<file path="src/rtl/dfi_pkg.sv">
package dfi_pkg;
    localparam int DATA_W    = 8;
    localparam int LVL_W     = 7;
    localparam int TRIG_W    = 7;
    localparam int NCAUSE    = 12;
    localparam int TRL_LEN_W = 4;

    localparam int CFG_RX_EN       = 0;
    localparam int CFG_TX_EN       = 1;
    localparam int CFG_RX_TRIG_LSB = 4;
    localparam int CFG_TX_TRIG_LSB = 16;
    localparam logic [31:0] CFG_MASK = 32'h007F_07F3;

    localparam int C_TX_LOW   = 0;
    localparam int C_RX_HIGH  = 1;
    localparam int C_TX_UNF   = 2;
    localparam int C_TX_OVF   = 3;
    localparam int C_RX_UNF   = 4;
    localparam int C_RX_OVF   = 5;
    localparam int C_TRAIL    = 6;
    localparam int C_EVT_LSB  = 7;
    localparam int NEVT       = 5;

    typedef enum logic [2:0] {
        REG_CFG  = 3'd0,
        REG_LVL  = 3'd1,
        REG_IEN  = 3'd2,
        REG_STAT = 3'd3,
        REG_TXD  = 3'd4,
        REG_RXD  = 3'd5,
        REG_TRL  = 3'd6
    } reg_sel_e;

    typedef enum logic [1:0] {
        TRL_IDLE  = 2'd0,
        TRL_COUNT = 2'd1,
        TRL_HOLD  = 2'd2
    } trl_state_e;
endpackage

</file>
<file path="src/rtl/dfi_byte_fifo.sv">
module dfi_byte_fifo #(
    parameter int DEPTH = 16,
    parameter int DW    = 8,
    localparam int AW   = $clog2(DEPTH),
    localparam int CW   = $clog2(DEPTH) + 1
) (
    input  logic          clk,
    input  logic          rst_n,
    input  logic          en_i,
    input  logic          push_i,
    input  logic [DW-1:0] push_data_i,
    input  logic          pop_i,
    output logic [DW-1:0] head_o,
    output logic [CW-1:0] level_o,
    output logic          full_o,
    output logic          empty_o,
    output logic          ovf_o,
    output logic          unf_o
);
    logic [DW-1:0] mem [DEPTH];
    logic [AW-1:0] rptr_q, wptr_q;
    logic [CW-1:0] cnt_q;
    logic          do_push, do_pop;

    assign full_o  = (cnt_q == CW'(DEPTH));
    assign empty_o = (cnt_q == '0);
    assign do_push = en_i & push_i & ~full_o;
    assign do_pop  = en_i & pop_i & ~empty_o;
    assign ovf_o   = en_i & push_i & full_o;
    assign unf_o   = en_i & pop_i & empty_o;
    assign level_o = cnt_q;
    assign head_o  = empty_o ? '0 : mem[rptr_q];

    function automatic logic [AW-1:0] bump(input logic [AW-1:0] p);
        return (p == AW'(DEPTH - 1)) ? '0 : p + AW'(1);
    endfunction

    always_ff @(posedge clk) begin
        if (!rst_n || !en_i) begin
            rptr_q <= '0;
            wptr_q <= '0;
            cnt_q  <= '0;
        end else begin
            if (do_push) wptr_q <= bump(wptr_q);
            if (do_pop)  rptr_q <= bump(rptr_q);
            cnt_q <= cnt_q + CW'(do_push) - CW'(do_pop);
        end
    end

    always_ff @(posedge clk) begin
        if (do_push) mem[wptr_q] <= push_data_i;
    end
endmodule

</file>
<file path="src/rtl/dfi_trail_timer.sv">
module dfi_trail_timer
    import dfi_pkg::*;
#(
    parameter int LW = TRL_LEN_W
) (
    input  logic          clk,
    input  logic          rst_n,
    input  logic          cond_i,
    input  logic [LW-1:0] len_i,
    output logic          fire_o
);
    trl_state_e    state_q, state_d;
    logic [LW-1:0] cnt_q;

    always_ff @(posedge clk) begin
        if (!rst_n) state_q <= TRL_IDLE;
        else        state_q <= state_d;
    end

    always_comb begin
        state_d = state_q;
        unique case (state_q)
            TRL_IDLE:  if (cond_i) state_d = TRL_COUNT;
            TRL_COUNT: begin
                if (!cond_i)          state_d = TRL_IDLE;
                else if (cnt_q == '0) state_d = TRL_HOLD;
            end
            TRL_HOLD:  if (!cond_i) state_d = TRL_IDLE;
            default:   state_d = TRL_IDLE;
        endcase
    end

    always_ff @(posedge clk) begin
        if (!rst_n) begin
            cnt_q <= '0;
        end else if (state_q == TRL_IDLE && cond_i) begin
            cnt_q <= len_i;
        end else if (state_q == TRL_COUNT && cond_i && cnt_q != '0) begin
            cnt_q <= cnt_q - LW'(1);
        end
    end

    always_comb begin
        fire_o = (state_q == TRL_COUNT) && cond_i && (cnt_q == '0);
    end
endmodule

</file>
<file path="src/rtl/dfi_irq_ctrl.sv">
module dfi_irq_ctrl #(
    parameter int N = 12
) (
    input  logic         clk,
    input  logic         rst_n,
    input  logic [N-1:0] set_i,
    input  logic [N-1:0] clr_i,
    input  logic         en_wr_i,
    input  logic [N-1:0] en_data_i,
    output logic [N-1:0] stat_o,
    output logic [N-1:0] en_o,
    output logic         irq_o
);
    logic [N-1:0] stat_q, en_q;

    always_ff @(posedge clk) begin
        if (!rst_n) begin
            stat_q <= '0;
            en_q   <= '0;
        end else begin
            stat_q <= (stat_q & ~clr_i) | set_i;
            if (en_wr_i) en_q <= en_data_i;
        end
    end

    assign stat_o = stat_q;
    assign en_o   = en_q;
    assign irq_o  = |(stat_q & en_q);
endmodule

</file>
<file path="src/rtl/dual_fifo_irq.sv">
module dual_fifo_irq
    import dfi_pkg::*;
#(
    parameter int DEPTH = 16,
    localparam int CW   = $clog2(DEPTH) + 1
) (
    input  logic        clk,
    input  logic        rst_n,
    input  logic        reg_wr_i,
    input  logic        reg_rd_i,
    input  logic [2:0]  reg_addr_i,
    input  logic [31:0] reg_wdata_i,
    output logic [31:0] reg_rdata_o,
    input  logic        eng_tx_pop_i,
    output logic [7:0]  eng_tx_data_o,
    input  logic        eng_rx_push_i,
    input  logic [7:0]  eng_rx_data_i,
    input  logic        bus_idle_i,
    input  logic [4:0]  xfer_evt_i,
    output logic        irq_o
);
    logic [31:0]          cfg_q;
    logic [TRL_LEN_W-1:0] trl_len_q;
    logic                 tx_en, rx_en;
    logic [TRIG_W-1:0]    tx_trig, rx_trig;

    logic [CW-1:0]     tx_level, rx_level;
    logic [LVL_W-1:0]  tx_lvl7, rx_lvl7;
    logic              tx_full, tx_empty, rx_full, rx_empty;
    logic              tx_ovf, tx_unf, rx_ovf, rx_unf;
    logic [7:0]        rx_head;
    logic              host_push, host_pop, stat_wr;
    logic              trail_cond, trail_fire;
    logic [NCAUSE-1:0] cause_set, cause_clr, irq_stat, irq_en;

    assign tx_en   = cfg_q[CFG_TX_EN];
    assign rx_en   = cfg_q[CFG_RX_EN];
    assign tx_trig = cfg_q[CFG_TX_TRIG_LSB +: TRIG_W];
    assign rx_trig = cfg_q[CFG_RX_TRIG_LSB +: TRIG_W];

    assign host_push = reg_wr_i && (reg_addr_i == REG_TXD);
    assign host_pop  = reg_rd_i && (reg_addr_i == REG_RXD);
    assign stat_wr   = reg_wr_i && (reg_addr_i == REG_STAT);

    always_ff @(posedge clk) begin
        if (!rst_n) begin
            cfg_q     <= '0;
            trl_len_q <= '0;
        end else if (reg_wr_i) begin
            if (reg_addr_i == REG_CFG) cfg_q     <= reg_wdata_i & CFG_MASK;
            if (reg_addr_i == REG_TRL) trl_len_q <= reg_wdata_i[TRL_LEN_W-1:0];
        end
    end

    dfi_byte_fifo #(.DEPTH(DEPTH), .DW(DATA_W)) u_tx_fifo (
        .clk         (clk),
        .rst_n       (rst_n),
        .en_i        (tx_en),
        .push_i      (host_push),
        .push_data_i (reg_wdata_i[7:0]),
        .pop_i       (eng_tx_pop_i),
        .head_o      (eng_tx_data_o),
        .level_o     (tx_level),
        .full_o      (tx_full),
        .empty_o     (tx_empty),
        .ovf_o       (tx_ovf),
        .unf_o       (tx_unf)
    );

    dfi_byte_fifo #(.DEPTH(DEPTH), .DW(DATA_W)) u_rx_fifo (
        .clk         (clk),
        .rst_n       (rst_n),
        .en_i        (rx_en),
        .push_i      (eng_rx_push_i),
        .push_data_i (eng_rx_data_i),
        .pop_i       (host_pop),
        .head_o      (rx_head),
        .level_o     (rx_level),
        .full_o      (rx_full),
        .empty_o     (rx_empty),
        .ovf_o       (rx_ovf),
        .unf_o       (rx_unf)
    );

    assign tx_lvl7 = LVL_W'(tx_level);
    assign rx_lvl7 = LVL_W'(rx_level);

    assign trail_cond = rx_en && bus_idle_i && (rx_lvl7 != '0) && (rx_lvl7 < rx_trig);

    dfi_trail_timer #(.LW(TRL_LEN_W)) u_trail (
        .clk    (clk),
        .rst_n  (rst_n),
        .cond_i (trail_cond),
        .len_i  (trl_len_q),
        .fire_o (trail_fire)
    );

    always_comb begin
        cause_set            = '0;
        cause_set[C_TX_LOW]  = tx_en && (tx_lvl7 <= tx_trig);
        cause_set[C_RX_HIGH] = rx_en && (rx_lvl7 >= rx_trig);
        cause_set[C_TX_UNF]  = tx_unf;
        cause_set[C_TX_OVF]  = tx_ovf;
        cause_set[C_RX_UNF]  = rx_unf;
        cause_set[C_RX_OVF]  = rx_ovf;
        cause_set[C_TRAIL]   = trail_fire;
        cause_set[C_EVT_LSB +: NEVT] = xfer_evt_i;
        cause_clr = stat_wr ? reg_wdata_i[NCAUSE-1:0] : '0;
    end

    dfi_irq_ctrl #(.N(NCAUSE)) u_irq (
        .clk       (clk),
        .rst_n     (rst_n),
        .set_i     (cause_set),
        .clr_i     (cause_clr),
        .en_wr_i   (reg_wr_i && (reg_addr_i == REG_IEN)),
        .en_data_i (reg_wdata_i[NCAUSE-1:0]),
        .stat_o    (irq_stat),
        .en_o      (irq_en),
        .irq_o     (irq_o)
    );

    always_comb begin
        case (reg_addr_i)
            REG_CFG:  reg_rdata_o = cfg_q;
            REG_LVL:  reg_rdata_o = {7'b0, rx_empty, rx_full, rx_lvl7,
                                     7'b0, tx_empty, tx_full, tx_lvl7};
            REG_IEN:  reg_rdata_o = {{(32-NCAUSE){1'b0}}, irq_en};
            REG_STAT: reg_rdata_o = {{(32-NCAUSE){1'b0}}, irq_stat};
            REG_RXD:  reg_rdata_o = {24'b0, rx_head};
            REG_TRL:  reg_rdata_o = {{(32-TRL_LEN_W){1'b0}}, trl_len_q};
            default:  reg_rdata_o = '0;
        endcase
    end
endmodule

</file>
<file path="config.mk">
export PLATFORM = sky130hd
export DESIGN_NAME = dual_fifo_irq
export DESIGN_NICKNAME = d
export VERILOG_FILES = /design/src/rtl/dfi_pkg.sv /design/src/rtl/dfi_byte_fifo.sv /design/src/rtl/dfi_trail_timer.sv /design/src/rtl/dfi_irq_ctrl.sv /design/src/rtl/dual_fifo_irq.sv
export SDC_FILE = /design/constraint.sdc
export NUM_CORES = 1
export LEC_CHECK = 0
export BUFFER_PORTS_ARGS = -buffer_cell sky130_fd_sc_hd__buf_4
export CORE_MARGIN = 10
export CORE_UTILIZATION = 45
export DETAILED_ROUTE_END_ITERATION = 6
export MAX_ROUTING_LAYER = met4
export SYNTH_ARGS = -nofsm -noshare
export SYNTH_HDL_FRONTEND = slang
export SYNTH_SLANG_ARGS = --single-unit
</file>
<file path="constraint.sdc">
create_clock -name clk -period 3.35 [get_ports clk]
set_input_delay 0.335 -clock clk [delete_from_list [all_inputs] [get_ports clk]]
set_output_delay 0.335 -clock clk [all_outputs]
set_load 0.05 [all_outputs]
</file>
==> flow_metrics.py <==
metrics = {
    "timing": {
        "fin_skew_ns": 0.0188,
        "fmax_mhz": 316,
        "hold_viol_final": 0,
        "period_needed_ns": 3.17,
        "worstMarginPinSlew_ns": 0.883,
        "finalSetupTns_ns": 0,
        "period_share_pct": 94.5,
        "setup_viol": 0,
        "drv_slew": 0,
        "rsz0062_at_grt": "false",
        "slew_headroom_pct": 41.1,
        "setup_ws_ns": 0.185,
    },
    "yosys": {
        "synth_adder_area_share_pct": 3.06,
        "ys_types": 61,
        "ys_ff_latch": 340,
        "synth-edff-count": 256,
        "syn-cell-area_sq_mm": 0.0144,
        "synth_cells": 973,
        "avgSynthCellArea_sq_um": 14.8,
        "synth_compound_area_share_pct": 5.04,
        "synth_top_family_by_area": "multiplexers",
        "synthFlopType": "edfxtp_1",
        "yosysWarnings": 0,
        "synthTopCellsByArea": "edfxtp_1 53%, mux4_2 12%, dfxtp_1 12%",
        "synthArstFlopShare_pct": 0,
        "synth_mux_area_share_pct": 14.8,
        "synth_xor_area_share_pct": 0.851,
        "synth_largest_area_cell": "edfxtp_1",
        "synth_top_area_share_pct": 53.3,
        "ys_seq_area_share_pct": 65.0,
        "synthSimpleGateAreaFrac_pct": 8.44,
    },
    "power": {
        "ir_worst_vdd_v": 0.000326,
        "power.density_mw_per_mm2": 532,
        "p_leak_nw": 5.54,
    },
    "min_path": {
        "worstHoldPathCells": 3,
        "worstHoldPathType": "input pin to register",
    },
    "drt": {
        "wirelength_microns": 33200,
        "drt-initial-drc-count": 670,
        "drc": 0,
        "avgRoutedWirePerCell_microns": 22.0,
        "firstDrtPassIters": 5,
        "vias": 8273,
        "vias_per_cell": 5.49,
        "ant_nets": 0,
    },
    "cells_and_area": {
        "diodes": 0,
        "finalNetCount": 1167,
        "final_cells": 1507,
        "final.fill_count": 2582,
        "areaGrowthSynthToFinish_pct": 16.5,
        "layout-drive-gt1-share_pct": 24.1,
        "multi_input_area_sq_mm": 0.00469,
        "seqCellArea_sq_mm": 0.00937,
    },
    "global_route": {
        "grt_start_max_net_pins": 46,
        "antenna_found_initial": 0,
        "track_usage_pct": 17.5,
        "grt_pass1_wl_microns": 51400,
        "grt_overflow": 0,
        "grt_pass1_vias": 8540,
    },
    "floorplan": {
        "die_w_microns": 199,
        "io_pins": 96,
        "die-area_sq_mm": 0.0396,
        "core-area_sq_mm": 0.0316,
        "die_y_microns": 199,
        "rows": 65,
        "start_util_pct": 45.7,
    },
    "clock_network": {
        "cts_inserted_buffers": 36,
        "clockRootBuffer": "clkbuf_16",
        "cts_sinks": 340,
        "htreeDepth": 2,
        "path_clk_slew_ns": 0.06,
        "clock_latency_ns": 0.51,
        "holdBufCountCts": 0,
        "cts_buffer_depth": 3,
        "cts_tree": "done",
    },
    "setup_path": {
        "crit_family": "simple AND/OR/NAND/NOR gates",
        "reg2reg_depth": 15,
        "crit_type": "register to primary output",
        "cp-start-kind": "register",
        "crit_path_top_delay_cell": "or3_1",
        "path_cells": "inv_1 -> ha_1 -> nor4b_2 -> buf_4 -> or3_1 -> o22a_1 -> o21ai_0 -> buf_4",
        "crit_top_cell": "buf_4",
        "endpoint_kind": "primary output",
        "crit_buf_inv": 3,
        "crit_required_ns": 3.01,
        "critPathMaxStageDelay_ns": 0.52,
        "crit_arrival_ns": 2.83,
        "cp_max_fo": 8,
        "cp_num_cells": 8,
    },
    "run": {
        "maxCapViolCount": 0,
    },
    "outcome": {
        "status": "finished, final reports clean",
    },
    "placed_design": {
        "dp.cells": 1442,
        "gp_congestion": 0.800,
        "port_buffers": 71,
        "dpl_worst_slack_ns": 0.676,
        "dp_hpwl_microns": 21700,
    },
}
-- cells by family after synthesis --
family	Yosys count
adder cells (fa/ha/maj)	34
AND/OR/NAND/NOR	262
buffers and inverters	86
other	1
XOR/XNOR	14
AO/OA/AOI/OAI	117
flip-flops	340
multiplexers	119
-- sequential cells by signal, summed over array words and instances (netlist names), named ones only --
register	count
u_tx_fifo.mem	128
u_irq.en_o	12
u_rx_fifo.level_o	5
u_irq.stat_o	12
u_trail.state_q	2
trl_len_q	4
u_trail.cnt_q	4
u_tx_fifo.wptr_q	4
cfg_q	16
u_rx_fifo.wptr_q	4
u_tx_fifo.rptr_q	4
u_rx_fifo.mem	128
u_rx_fifo.rptr_q	4
u_tx_fifo.level_o	5
-- power breakdown --
group,switching (W),leakage (nW),internal (W)
combinational,0.000185,1.95,0.0000725
clock,0.00160,0.607,0.00253
sequential,0.0000132,2.98,0.00453
total,0.00180,5.54,0.00713
-- final timing paths --
kind                                     endpoint  slack [ns]                            start
hold reg to reg        u_irq.en_o[8]$_SDFFE_PN0P_        0.47       u_irq.en_o[8]$_SDFFE_PN0P_
hold / removal        u_irq.stat_o[10]$_SDFF_PN0_        0.03                    xfer_evt_i[3]
setup / recovery                   reg_rdata_o[6]        0.18  u_rx_fifo.level_o[2]$_SDFF_PP0_
setup reg to reg  u_tx_fifo.level_o[4]$_SDFF_PP0_        0.65  u_tx_fifo.level_o[3]$_SDFF_PP0_
-- worst min-delay path, cell delays in order --
cell	delay, ns
buf_4	0.08
a21oi_1	0.03
nor2_1	0.07
-- stage by stage --
step           hold slack [ns]  power (W)  utilization [%]  instance area (sq um)
2_1_floorplan            0.434    0.00477                -                  14400
3_3_place_gp             0.459    0.00489             49.3                  15500
3_5_place_dp             0.464    0.00490             49.3                  15500
4_1_cts                 0.0120    0.00902             53.2                  16800
5_1_grt                 0.0230    0.00922             53.2                  16800
6_report                0.0312    0.00893             53.2                  16800
-- synthesized netlist by cell type, types with 7 or more instances --
library cell / instances
clkbuf_1: 27
nand2b_1: 7
nand2_1: 103
nor3_1: 11
edfxtp_1: 256
dfxtp_1: 84
buf_4: 14
mux2i_1: 38
mux4_2: 75
and3_1: 7
a21oi_1: 56
buf_2: 7
xor2_1: 7
o21ai_0: 15
inv_1: 27
buf_1: 8
nor2b_1: 12
ha_1: 32
nor2_1: 83
xnor2_1: 7
-- cells in the final DEF, fill, tap and decap left out, types with 4 or more instances in the layout --
master / count
mux2i_1: 38
a22oi_1: 6
clkinv_2: 8
nor2b_1: 12
clkbuf_16: 36
a31oi_1: 6
nor2_1: 83
or3_1: 5
bufinv_16: 6
nor4_1: 4
nand2b_1: 7
buf_4: 114
nand3_1: 6
a2bb2oi_1: 4
inv_1: 27
nand2_1: 103
mux2_2: 6
xnor2_1: 7
clkbuf_1: 8
dfxtp_1: 82
ha_1: 32
nor3_1: 11
a21oi_1: 56
xor2_1: 7
conb_1: 11
and2_1: 4
edfxtp_1: 256
o221ai_1: 4
mux4_2: 75
o21ai_0: 15
and3_1: 7
-- final cells by class --
class | instances | share of cell area (%)
Tap cell | 402 | 3.00
Timing Repair Buffer | 115 | 5.22
Clock buffer | 47 | 5.79
Clock inverter | 18 | 1.56
Sequential cell | 340 | 55.9
Inverter | 28 | 0.626
Multi-Input combinational cell | 557 | 28.0
-- what timing repair did --
item,in CTS,in global routing
setup buffers,0,0
setup endpoints to repair,0,1
gates resized for setup,0,1
-- layer usage --
| layer | part of all wire, % | global-route usage (%) |
|---|---|---|
| met1 | 46 | 24.1 |
| met2 | 48 | 26.9 |
| met3 | 4.5 | 2.69 |
| met4 | 2.1 | 4.49 |
| met5 | 0 | - |
Power figures use the tool's default switching activity.
